### src/rtl/ccd_pkg.sv
// Shared constants and the ratio code table for the card clock divider.
// Assumes the reference clock is the only clock; all values are static.
package ccd_pkg;
    localparam int CCD_CODE_W      = 3;
    localparam int CCD_RATIO_W     = 5;
    localparam int CCD_RESET_RATIO = 16;

    // Returns the division ratio for a code, or 0 for a reserved code.
    function automatic int code_ratio(input int code);
        case (code)
            0:       return 2;
            1:       return 3;
            2:       return 4;
            3:       return 5;
            4:       return 6;
            5:       return 8;
            6:       return 16;
            default: return 0;
        endcase
    endfunction
endpackage

### src/rtl/ccd_ratio_map.sv
// Decodes the ratio select code into a division ratio and a valid flag.
// Assumes reserved codes map to ratio 0 in the package table; purely combinational.
module ccd_ratio_map #(
    parameter int CODE_W  = ccd_pkg::CCD_CODE_W,
    parameter int RATIO_W = ccd_pkg::CCD_RATIO_W
) (
    input  logic [CODE_W-1:0]  code,
    output logic [RATIO_W-1:0] ratio,
    output logic               valid
);
    localparam int NCODES = 1 << CODE_W;

    logic [RATIO_W-1:0] ratio_tbl [NCODES];
    logic [NCODES-1:0]  valid_tbl;

    // One table entry per code, computed from the package function.
    for (genvar g = 0; g < NCODES; g++) begin : g_entry
        localparam int R = ccd_pkg::code_ratio(g);
        assign ratio_tbl[g] = RATIO_W'(R);
        assign valid_tbl[g] = (R >= 2);
    end

    // Select the entry for the current code.
    always_comb begin
        ratio = ratio_tbl[code];
        valid = valid_tbl[code];
    end
endmodule

### src/rtl/ccd_phase_ctr.sv
// Position counter within one card clock period; flags the reference cycles
// whose closing edge raises or lowers the output. Latches a new ratio only on
// the period wrap. Assumes hold is high while the output is parked.
module ccd_phase_ctr #(
    parameter int RATIO_W     = ccd_pkg::CCD_RATIO_W,
    parameter int RESET_RATIO = ccd_pkg::CCD_RESET_RATIO
) (
    input  logic               clk,
    input  logic               rst_n,
    input  logic               hold,
    input  logic [RATIO_W-1:0] ratio_in,
    input  logic               ratio_vld,
    output logic [RATIO_W-1:0] cnt,
    output logic [RATIO_W-1:0] ratio_q,
    output logic               rise_evt,
    output logic               fall_evt
);
    localparam logic [RATIO_W-1:0] ONE     = RATIO_W'(1);
    localparam logic [RATIO_W-1:0] RST_RAT = RATIO_W'(RESET_RATIO);

    logic [RATIO_W-1:0] hi_len;
    logic [RATIO_W-1:0] last_pos;
    logic [RATIO_W-1:0] hi_last;

    // Phase boundaries of the ratio in use; the high phase takes the odd cycle.
    always_comb begin
        hi_len   = (ratio_q + ONE) >> 1;
        last_pos = ratio_q - ONE;
        hi_last  = hi_len - ONE;
    end

    // Edge events for the output register, suppressed while parked.
    always_comb begin
        rise_evt = !hold && (cnt == last_pos);
        fall_evt = !hold && (cnt == hi_last) && (cnt != last_pos);
    end

    // Count positions, wrapping at the period end where a new ratio is taken.
    always_ff @(posedge clk) begin
        if (!rst_n) begin
            cnt     <= RST_RAT - ONE;
            ratio_q <= RST_RAT;
        end else if (rise_evt) begin
            cnt <= '0;
            if (ratio_vld) ratio_q <= ratio_in;
        end else if (!hold) begin
            cnt <= cnt + ONE;
        end
    end


    cnt_range_chk: assert property (@(posedge clk) disable iff (!rst_n)
        cnt < ratio_q);


    ratio_wrap_chk: assert property (@(posedge clk) disable iff (!rst_n)
        !$stable(ratio_q) |-> ($past(cnt) == $past(ratio_q) - ONE));
endmodule

### src/rtl/ccd_park_ctl.sv
// Output register and park control: drives the card clock on the counter's
// events, freezes it at the requested level and reports the frozen state one
// cycle later. Assumes no events arrive while parked.
module ccd_park_ctl (
    input  logic clk,
    input  logic rst_n,
    input  logic rise_evt,
    input  logic fall_evt,
    input  logic stop_req,
    input  logic stop_lvl,
    output logic clk_q,
    output logic parked_q,
    output logic stopped
);
    logic park_now;

    // Park when the coming edge lands the output on the requested level.
    always_comb begin
        park_now = stop_req && ((rise_evt && stop_lvl) || (fall_evt && !stop_lvl));
    end

    // Output register follows the counter events.
    always_ff @(posedge clk) begin
        if (!rst_n)        clk_q <= 1'b0;
        else if (rise_evt) clk_q <= 1'b1;
        else if (fall_evt) clk_q <= 1'b0;
    end

    // Park flag: set on a matching edge, cleared when the request drops.
    always_ff @(posedge clk) begin
        if (!rst_n)                     parked_q <= 1'b0;
        else if (parked_q && !stop_req) parked_q <= 1'b0;
        else if (!parked_q && park_now) parked_q <= 1'b1;
    end

    // Status lags the park flag by one cycle so the output has settled.
    always_ff @(posedge clk) begin
        if (!rst_n) stopped <= 1'b0;
        else        stopped <= parked_q;
    end


    park_hold_chk: assert property (@(posedge clk) disable iff (!rst_n)
        parked_q && stop_req |=> $stable(clk_q));


    stopped_steady_chk: assert property (@(posedge clk) disable iff (!rst_n)
        stopped |-> $stable(clk_q));
endmodule

### src/rtl/card_clk_div.sv
// Smart card clock divider top: ratio decode, period counter and park
// control. Assumes clk is the 27.12 MHz reference; all inputs synchronous.
module card_clk_div #(
    parameter int CODE_W  = ccd_pkg::CCD_CODE_W,
    parameter int RATIO_W = ccd_pkg::CCD_RATIO_W
) (
    input  logic              clk,
    input  logic              rst_n,
    input  logic [CODE_W-1:0] div_sel,
    input  logic              stop_req,
    input  logic              stop_lvl,
    output logic              card_clk,
    output logic              stopped
);
    localparam logic [RATIO_W-1:0] ONE = RATIO_W'(1);

    logic [RATIO_W-1:0] sel_ratio;
    logic               sel_valid;
    logic [RATIO_W-1:0] cnt;
    logic [RATIO_W-1:0] ratio_q;
    logic               rise_evt;
    logic               fall_evt;
    logic               parked_q;

    ccd_ratio_map #(.CODE_W(CODE_W), .RATIO_W(RATIO_W)) i_map (
        .code  (div_sel),
        .ratio (sel_ratio),
        .valid (sel_valid)
    );

    ccd_phase_ctr #(.RATIO_W(RATIO_W)) i_ctr (
        .clk       (clk),
        .rst_n     (rst_n),
        .hold      (parked_q),
        .ratio_in  (sel_ratio),
        .ratio_vld (sel_valid),
        .cnt       (cnt),
        .ratio_q   (ratio_q),
        .rise_evt  (rise_evt),
        .fall_evt  (fall_evt)
    );

    ccd_park_ctl i_park (
        .clk      (clk),
        .rst_n    (rst_n),
        .rise_evt (rise_evt),
        .fall_evt (fall_evt),
        .stop_req (stop_req),
        .stop_lvl (stop_lvl),
        .clk_q    (card_clk),
        .parked_q (parked_q),
        .stopped  (stopped)
    );


    edge_at_boundary_chk: assert property (@(posedge clk) disable iff (!rst_n)
        !$stable(card_clk) |->
            (($past(cnt) == $past(ratio_q) - ONE) ||
             ($past(cnt) == (($past(ratio_q) + ONE) >> 1) - ONE)));
endmodule

### config.mk
export PLATFORM = sky130hd
export DESIGN_NAME = card_clk_div
export DESIGN_NICKNAME = d
export VERILOG_FILES = /design/src/rtl/ccd_pkg.sv /design/src/rtl/ccd_ratio_map.sv /design/src/rtl/ccd_phase_ctr.sv /design/src/rtl/ccd_park_ctl.sv /design/src/rtl/card_clk_div.sv
export SDC_FILE = /design/constraint.sdc
export NUM_CORES = 1
export LEC_CHECK = 0
export ABC_AREA = 1
export CORE_MARGIN = 4
export CORE_UTILIZATION = 56
export DETAILED_ROUTE_END_ITERATION = 8
export GPL_ROUTABILITY_DRIVEN = 0
export PLACE_DENSITY = 0.89
export SLEW_MARGIN = 20
export SYNTH_ARGS = -nofsm -noshare
export SYNTH_HDL_FRONTEND = slang
export SYNTH_HIERARCHICAL = 1
export SYNTH_SLANG_ARGS = --single-unit
### constraint.sdc
create_clock -name clk -period 2.3 [get_ports clk]
set_clock_uncertainty 0.15 [all_clocks]
set_input_delay 0.23 -clock clk [delete_from_list [all_inputs] [get_ports clk]]
set_output_delay 0.23 -clock clk [all_outputs]
set_load 0.005 [all_outputs]
# == Word level (Yosys, flattened, before mapping) ==
# Memory sizes are Yosys's and may differ from the RTL's. A register that Yosys moved wholly into a read port is not among the register bits.
# Index checks and enable logic that the tools add are counted.
# word_totals
wordCells,40
register_bits,8
in_bits,7
romBits,48
out_inout_bits,2
n_memories,2
# memory_table
memory,words,width,rd,rd_ports_with_merged_regs,wr,line,source
(no name shown),8,5,1,1,0,ccd_ratio_map.sv:25,ratio = ratio_tbl[code];
(no name shown),8,1,1,0,0,ccd_ratio_map.sv:26,valid = valid_tbl[code];
# classes
n_addsub,4
n_mux,5
n_eq_ne,4
magnitude_cmp,1
bitwise_logic,2
reduce_logical,17
# op_table
operator,n
$add A5 B1 Y5 const B,2
$eq A5 B5 Y1,2
$logic_and A1 B1 Y1,8
$mux W4,2
$ne A5 B5 Y1,1
$sub A4 B1 Y5 const B,1
$sub A5 B1 Y5 const B,1
$logic_not A1 Y1,4
$lt A3 B4 Y1 const B,1
$not A3 Y4,1
$reduce_or A2 Y1,2
$mux W1,3
$ne A2 B1 Y1 const B,1
$reduce_and A2 Y1,1
$reduce_bool A2 Y1,1
$logic_or A1 B1 Y1,1
$not A1 Y1,1

# == Depth between registers and ports, before layout ==
# logic_depth
ltp_word,9
ltp_mapped,15
depth_no_buf,15

# == Hierarchy ==
# The synthesis kept the hierarchy.
# by_module_without_submodules
module,instances,cells_each,area_per_inst_um2,seq_area_each_um2
ccd_phase_ctr,1,144,862.1,200.2
ccd_park_ctl,1,16,110.1,60.1
ccd_ratio_map,1,13,51.3,0.0

# == Least setup slack after synthesis ==
# OpenSTA, ideal clock, no wires.
# synth_timing
kind,register to register
start,register i_ctr.ratio_q[0]
end,register i_park.clk_q
path_buffers,0
slack_ns,0.237
path_stages_with_launch,13
setup_time_ns,0.114
arrival_time_ns,1.800
path_cell_list,dfxtp_1 inv_2 ha_1 inv_1 ha_1 a21oi_1 o221ai_1 a21oi_1 nand3b_1 nor2_1 inv_1 a21oi_1 nor2_1
# synth_via
elab_chain_cells,6
word_cells_on_any_way,11
# synth_rtl
item,line,source
start: declaration,ccd_phase_ctr.sv:14,"output logic [RATIO_W-1:0] ratio_q,"
$add A5 B1 Y5,ccd_phase_ctr.sv:27,hi_len = (ratio_q + ONE) >> 1;
$sub A4 B1 Y5,ccd_phase_ctr.sv:29,hi_last = hi_len - ONE;
$eq A5 B5 Y1,ccd_phase_ctr.sv:35,fall_evt = !hold && (cnt == hi_last) && (cnt != last_pos);
$logic_and A1 B1 Y1,ccd_phase_ctr.sv:35,
$logic_and A1 B1 Y1 *,ccd_phase_ctr.sv:35,
named net fall_evt,card_clk_div.sv:22,logic fall_evt;
$reduce_bool A2 Y1 (no source line) *,-,
end signal: assignment,ccd_park_ctl.sv:24,if (!rst_n) clk_q <= 1'b0;
end signal: assignment,ccd_park_ctl.sv:25,else if (rise_evt) clk_q <= 1'b1;
end signal: assignment,ccd_park_ctl.sv:26,else if (fall_evt) clk_q <= 1'b0;
end: declaration,ccd_park_ctl.sv:11,"output logic clk_q,"
# Mark *: on every way through the listed nets, which the timed path passes. The rest lies on a longest branch.
# A chain may end at the register's enable or synchronous reset.

# == Final worst setup path ==
# Same ends and word-level chain as after synthesis.

==> run_results.csv <==
group,metric,value,unit
outcome,run_status,"complete, no violations",
sta,setup_tns,0,ps
final_layout,drive_above_1_share,10.9,%
setup_path,critPathMostFrequentCell,"a21oi_1",
synthesis,synth-edff-count,0,
detailed_routing,ant_nets,0,
setup_path,crit_buf_inv,1,
setup_path,cp.required,2340,ps
clocking,numCtsBuffers,3,
global_routing,grt.total_usage,20.8,%
synthesis,syn_area_per_cell,5.92,um^2
setup_path,critPathSlowestCell,"dfxtp_4",
synthesis,synth.area.top_cells,"dfxtp_1, nand2_1, inv_1",
synthesis,synth_cell_types,22,
flow_run,cap_violations,0,
global_routing,grt_max_degree,15,
setup_path,path_cells,"ha_1 > xnor2_2 > ha_1 > a21oi_1 > o221ai_1 > a21oi_1 > nand3b_1 > nor2_1 > inv_1 > a21oi_1 > nor2_1",
global_routing,antenna_found_initial,0,
pwr,leakage,0.621,nW
final_layout,instances_no_fill,208,
sta,setup_violations,0,
setup_path,worstPathMaxFanout,5,
placement,dp.cells,204,
detailed_routing,routed_via_density,5.49,
synthesis,syn_inst,173,
clocking,cts_tree,"done",
placement,place_area,1120,um^2
sta,worstMarginPinSlew,461,ps
final_layout,syn_to_final_growth,15.3,%
clocking,clock-sinks,13,
global_routing,overflow,0,
setup_path,critical-path-top-delay-family,"adder cells",
synthesis,yosysWarnings,6,
synthesis,synth_top_area_share,25.4,%
final_layout,antenna_cells,0,
sta,final_max_slew_viol_count,0,
setup_path,end_kind,"register",
placement,place_hpwl,1.88,mm
sta,hold-worst-slack,319,ps
worst_hold_path,min_path_type,"in2reg",
clocking,h-tree-depth,1,
final_layout,nNetsFinal,195,
placement,port_buffers,8,
synthesis,syn_area,1020,um^2
synthesis,synth_top_cell_by_area,"dfxtp_1",
synthesis,syn_nets,184,
sta,slew-limit-headroom,69.3,%
floorplanning,die_h,50.8,um
sta,timing.fmax,459,MHz
floorplanning,coreArea,1730,um^2
detailed_routing,dr_total_vias,1141,
synthesis,ys_seq_elements,13,
floorplanning,start_util,59.3,%
floorplanning,dieArea,2580,um^2
pwr,ir_worst_vdd,0.000690,V
detailed_routing,drc,0,
final_layout,fill_cells,136,
setup_path,critPathLaunchType,"register",
global_routing,grt_pass1_vias,1008,
sta,min_period_over_period,94.8,%
sta,grt_setup_unrepaired,"false",
detailed_routing,drtPass1Iterations,4,
final_layout,final_area,1180,um^2
clocking,path_clk_slew,100,ps
setup_path,critPathMaxStageDelay,370,ps
floorplanning,io_pins,9,
pwr,powerDensity,1160,nW/um^2
detailed_routing,routed_wl,2.52,mm
setup_path,critPathKind,"reg2reg",
detailed_routing,drt_iter0_drc,34,
sta,hold_viol_final,0,
clocking,clockRootBuffer,"clkbuf_4",
sta,fin_crit,2180,ps
synthesis,seq_area_frac_synth,25.4,%
setup_path,cp.arrival,2220,ps
synthesis,async_flop_share,0,%
global_routing,grt_first_pass_wirelength,4.13,mm
detailed_routing,wl_per_cell,12.1,um
clocking,post_cts_buffers,0,
final_layout,fin_util,68.3,%
clocking,clock_latency,290,ps
clocking,clockBufferDepth,2,
synthesis,synth_ff_type,"dfxtp_1",
floorplanning,fp-row-count,15,
floorplanning,die-width,50.8,um
==> final cells by class <==
class | instances | area [um^2] | share of cell area [%]
Sequential cell | 13 | 265 | 22.5
Tap cell | 25 | 31.3 | 2.65
Multi-Input combinational cell | 126 | 653 | 55.4
Inverter | 31 | 116 | 9.86
Clock buffer | 4 | 26.3 | 2.23
Timing Repair Buffer | 9 | 87.6 | 7.42
==> worst paths after layout <==
kind / from / end / slack [ps] / cells after the start
worst max-delay path: i_ctr/ratio_q[0]$_SDFFE_PN0P_ / i_park/clk_q$_SDFFE_PN0P_ / 120 / 11
worst min-delay path: stop_req / i_park/parked_q$_SDFFE_PP0P_ / 320 / 3
worst max register to register: i_ctr/ratio_q[0]$_SDFFE_PN0P_ / i_park/clk_q$_SDFFE_PN0P_ / 120 / 11
worst min register to register: i_park/parked_q$_SDFFE_PP0P_ / i_park/stopped$_SDFF_PN0_ / 340 / 2
==> power breakdown <==
group | switching, mW | internal (mW) | total (mW)
Sequential | 0.0756 | 0.290 | 0.365
Combinational | 0.519 | 0.323 | 0.842
Clock | 0.0892 | 0.0675 | 0.157
Total | 0.683 | 0.681 | 1.36
==> sequential cells by signal, summed over array words and instances, names as in the netlist <==
signal           count
i_ctr/cnt            5
i_ctr/ratio_q        5
i_park/clk_q         1
i_park/parked_q      1
i_park/stopped       1
==> Yosys cell counts (2+ instances only) <==
master    number
o211ai_1       2
o21ai_0        2
nor2_2         2
inv_1         27
a21oi_1        5
nand4_1       11
nand3_1       18
inv_2          4
nor2_1        19
xor2_1         2
nand2_2        4
dfxtp_1       13
ha_1           4
nand2_1       51
xnor2_1        2
==> routing by layer <==
| layer | up-vias | GRT usage, % | share of wire, % |
|---|---|---|---|
| met5 | - | 0 | 0 |
| met4 | 0 | 9.87 | 2.1 |
| met3 | 8 | 3.86 | 7.7 |
| met2 | 59 | 34.8 | 48 |
| met1 | 502 | 25.5 | 42 |
| li1 | 572 | - | - |
==> layout by cell type (no fill, tap or decap) <==
| cell | n |
|---|---|
| o21ai_0 | 2 |
| nor2_1 | 19 |
| dfxtp_4 | 1 |
| xnor2_2 | 1 |
| xnor2_1 | 1 |
| nor2_2 | 1 |
| o211ai_1 | 2 |
| o21ai_1 | 1 |
| clkbuf_4 | 3 |
| nand4_1 | 11 |
| clkdlybuf4s50_1 | 8 |
| o221ai_1 | 1 |
| nor2_4 | 1 |
| clkbuf_1 | 1 |
| inv_1 | 26 |
| nand2_1 | 51 |
| nand3_1 | 18 |
| nand4_2 | 1 |
| xor2_1 | 2 |
| buf_4 | 1 |
| nand2_2 | 4 |
| dfxtp_1 | 11 |
| a21oi_1 | 5 |
| ha_1 | 3 |
| inv_2 | 5 |
| ha_4 | 1 |
| dfxtp_2 | 1 |
| nand3b_1 | 1 |
==> worst register-to-register path: stages, from the launching register on <==
cell	delay (ps)
dfxtp_4	370
ha_1	260
xnor2_2	210
ha_1	280
a21oi_1	140
o221ai_1	120
a21oi_1	130
nand3b_1	90
nor2_1	80
inv_1	60
a21oi_1	130
nor2_1	50
==> per-stage QoR <==
step / setup WS, ps / total power, mW
after global routing: 4.39 / 1.51
after floorplan: 237 / 0.993
after global placement: 176 / 1.13
final: 120 / 1.36
after detailed placement: 67.6 / 1.16
after CTS: 37.8 / 1.32
==> kinds of logic (layout without fill, tap and decap cells) <==
family	Yosys count	count (layout)	share of synthesized area, %
AND/OR/NAND/NOR	107	107	46.8
flip-flops	13	13	25.4
AO/OA/AOI/OAI	11	11	6.23
adder cells (fa/ha/maj)	4	4	4.89
XOR/XNOR	4	4	3.42
buffers and inverters	34	44	13.2
==> timing repair <==
item	in CTS	in global routing
hold endpoints to repair	0	0
gates resized for setup	0	7
setup endpoints to repair	0	4
hold buffers	0	0
Note: power is estimated with default switching activity, not from simulation.
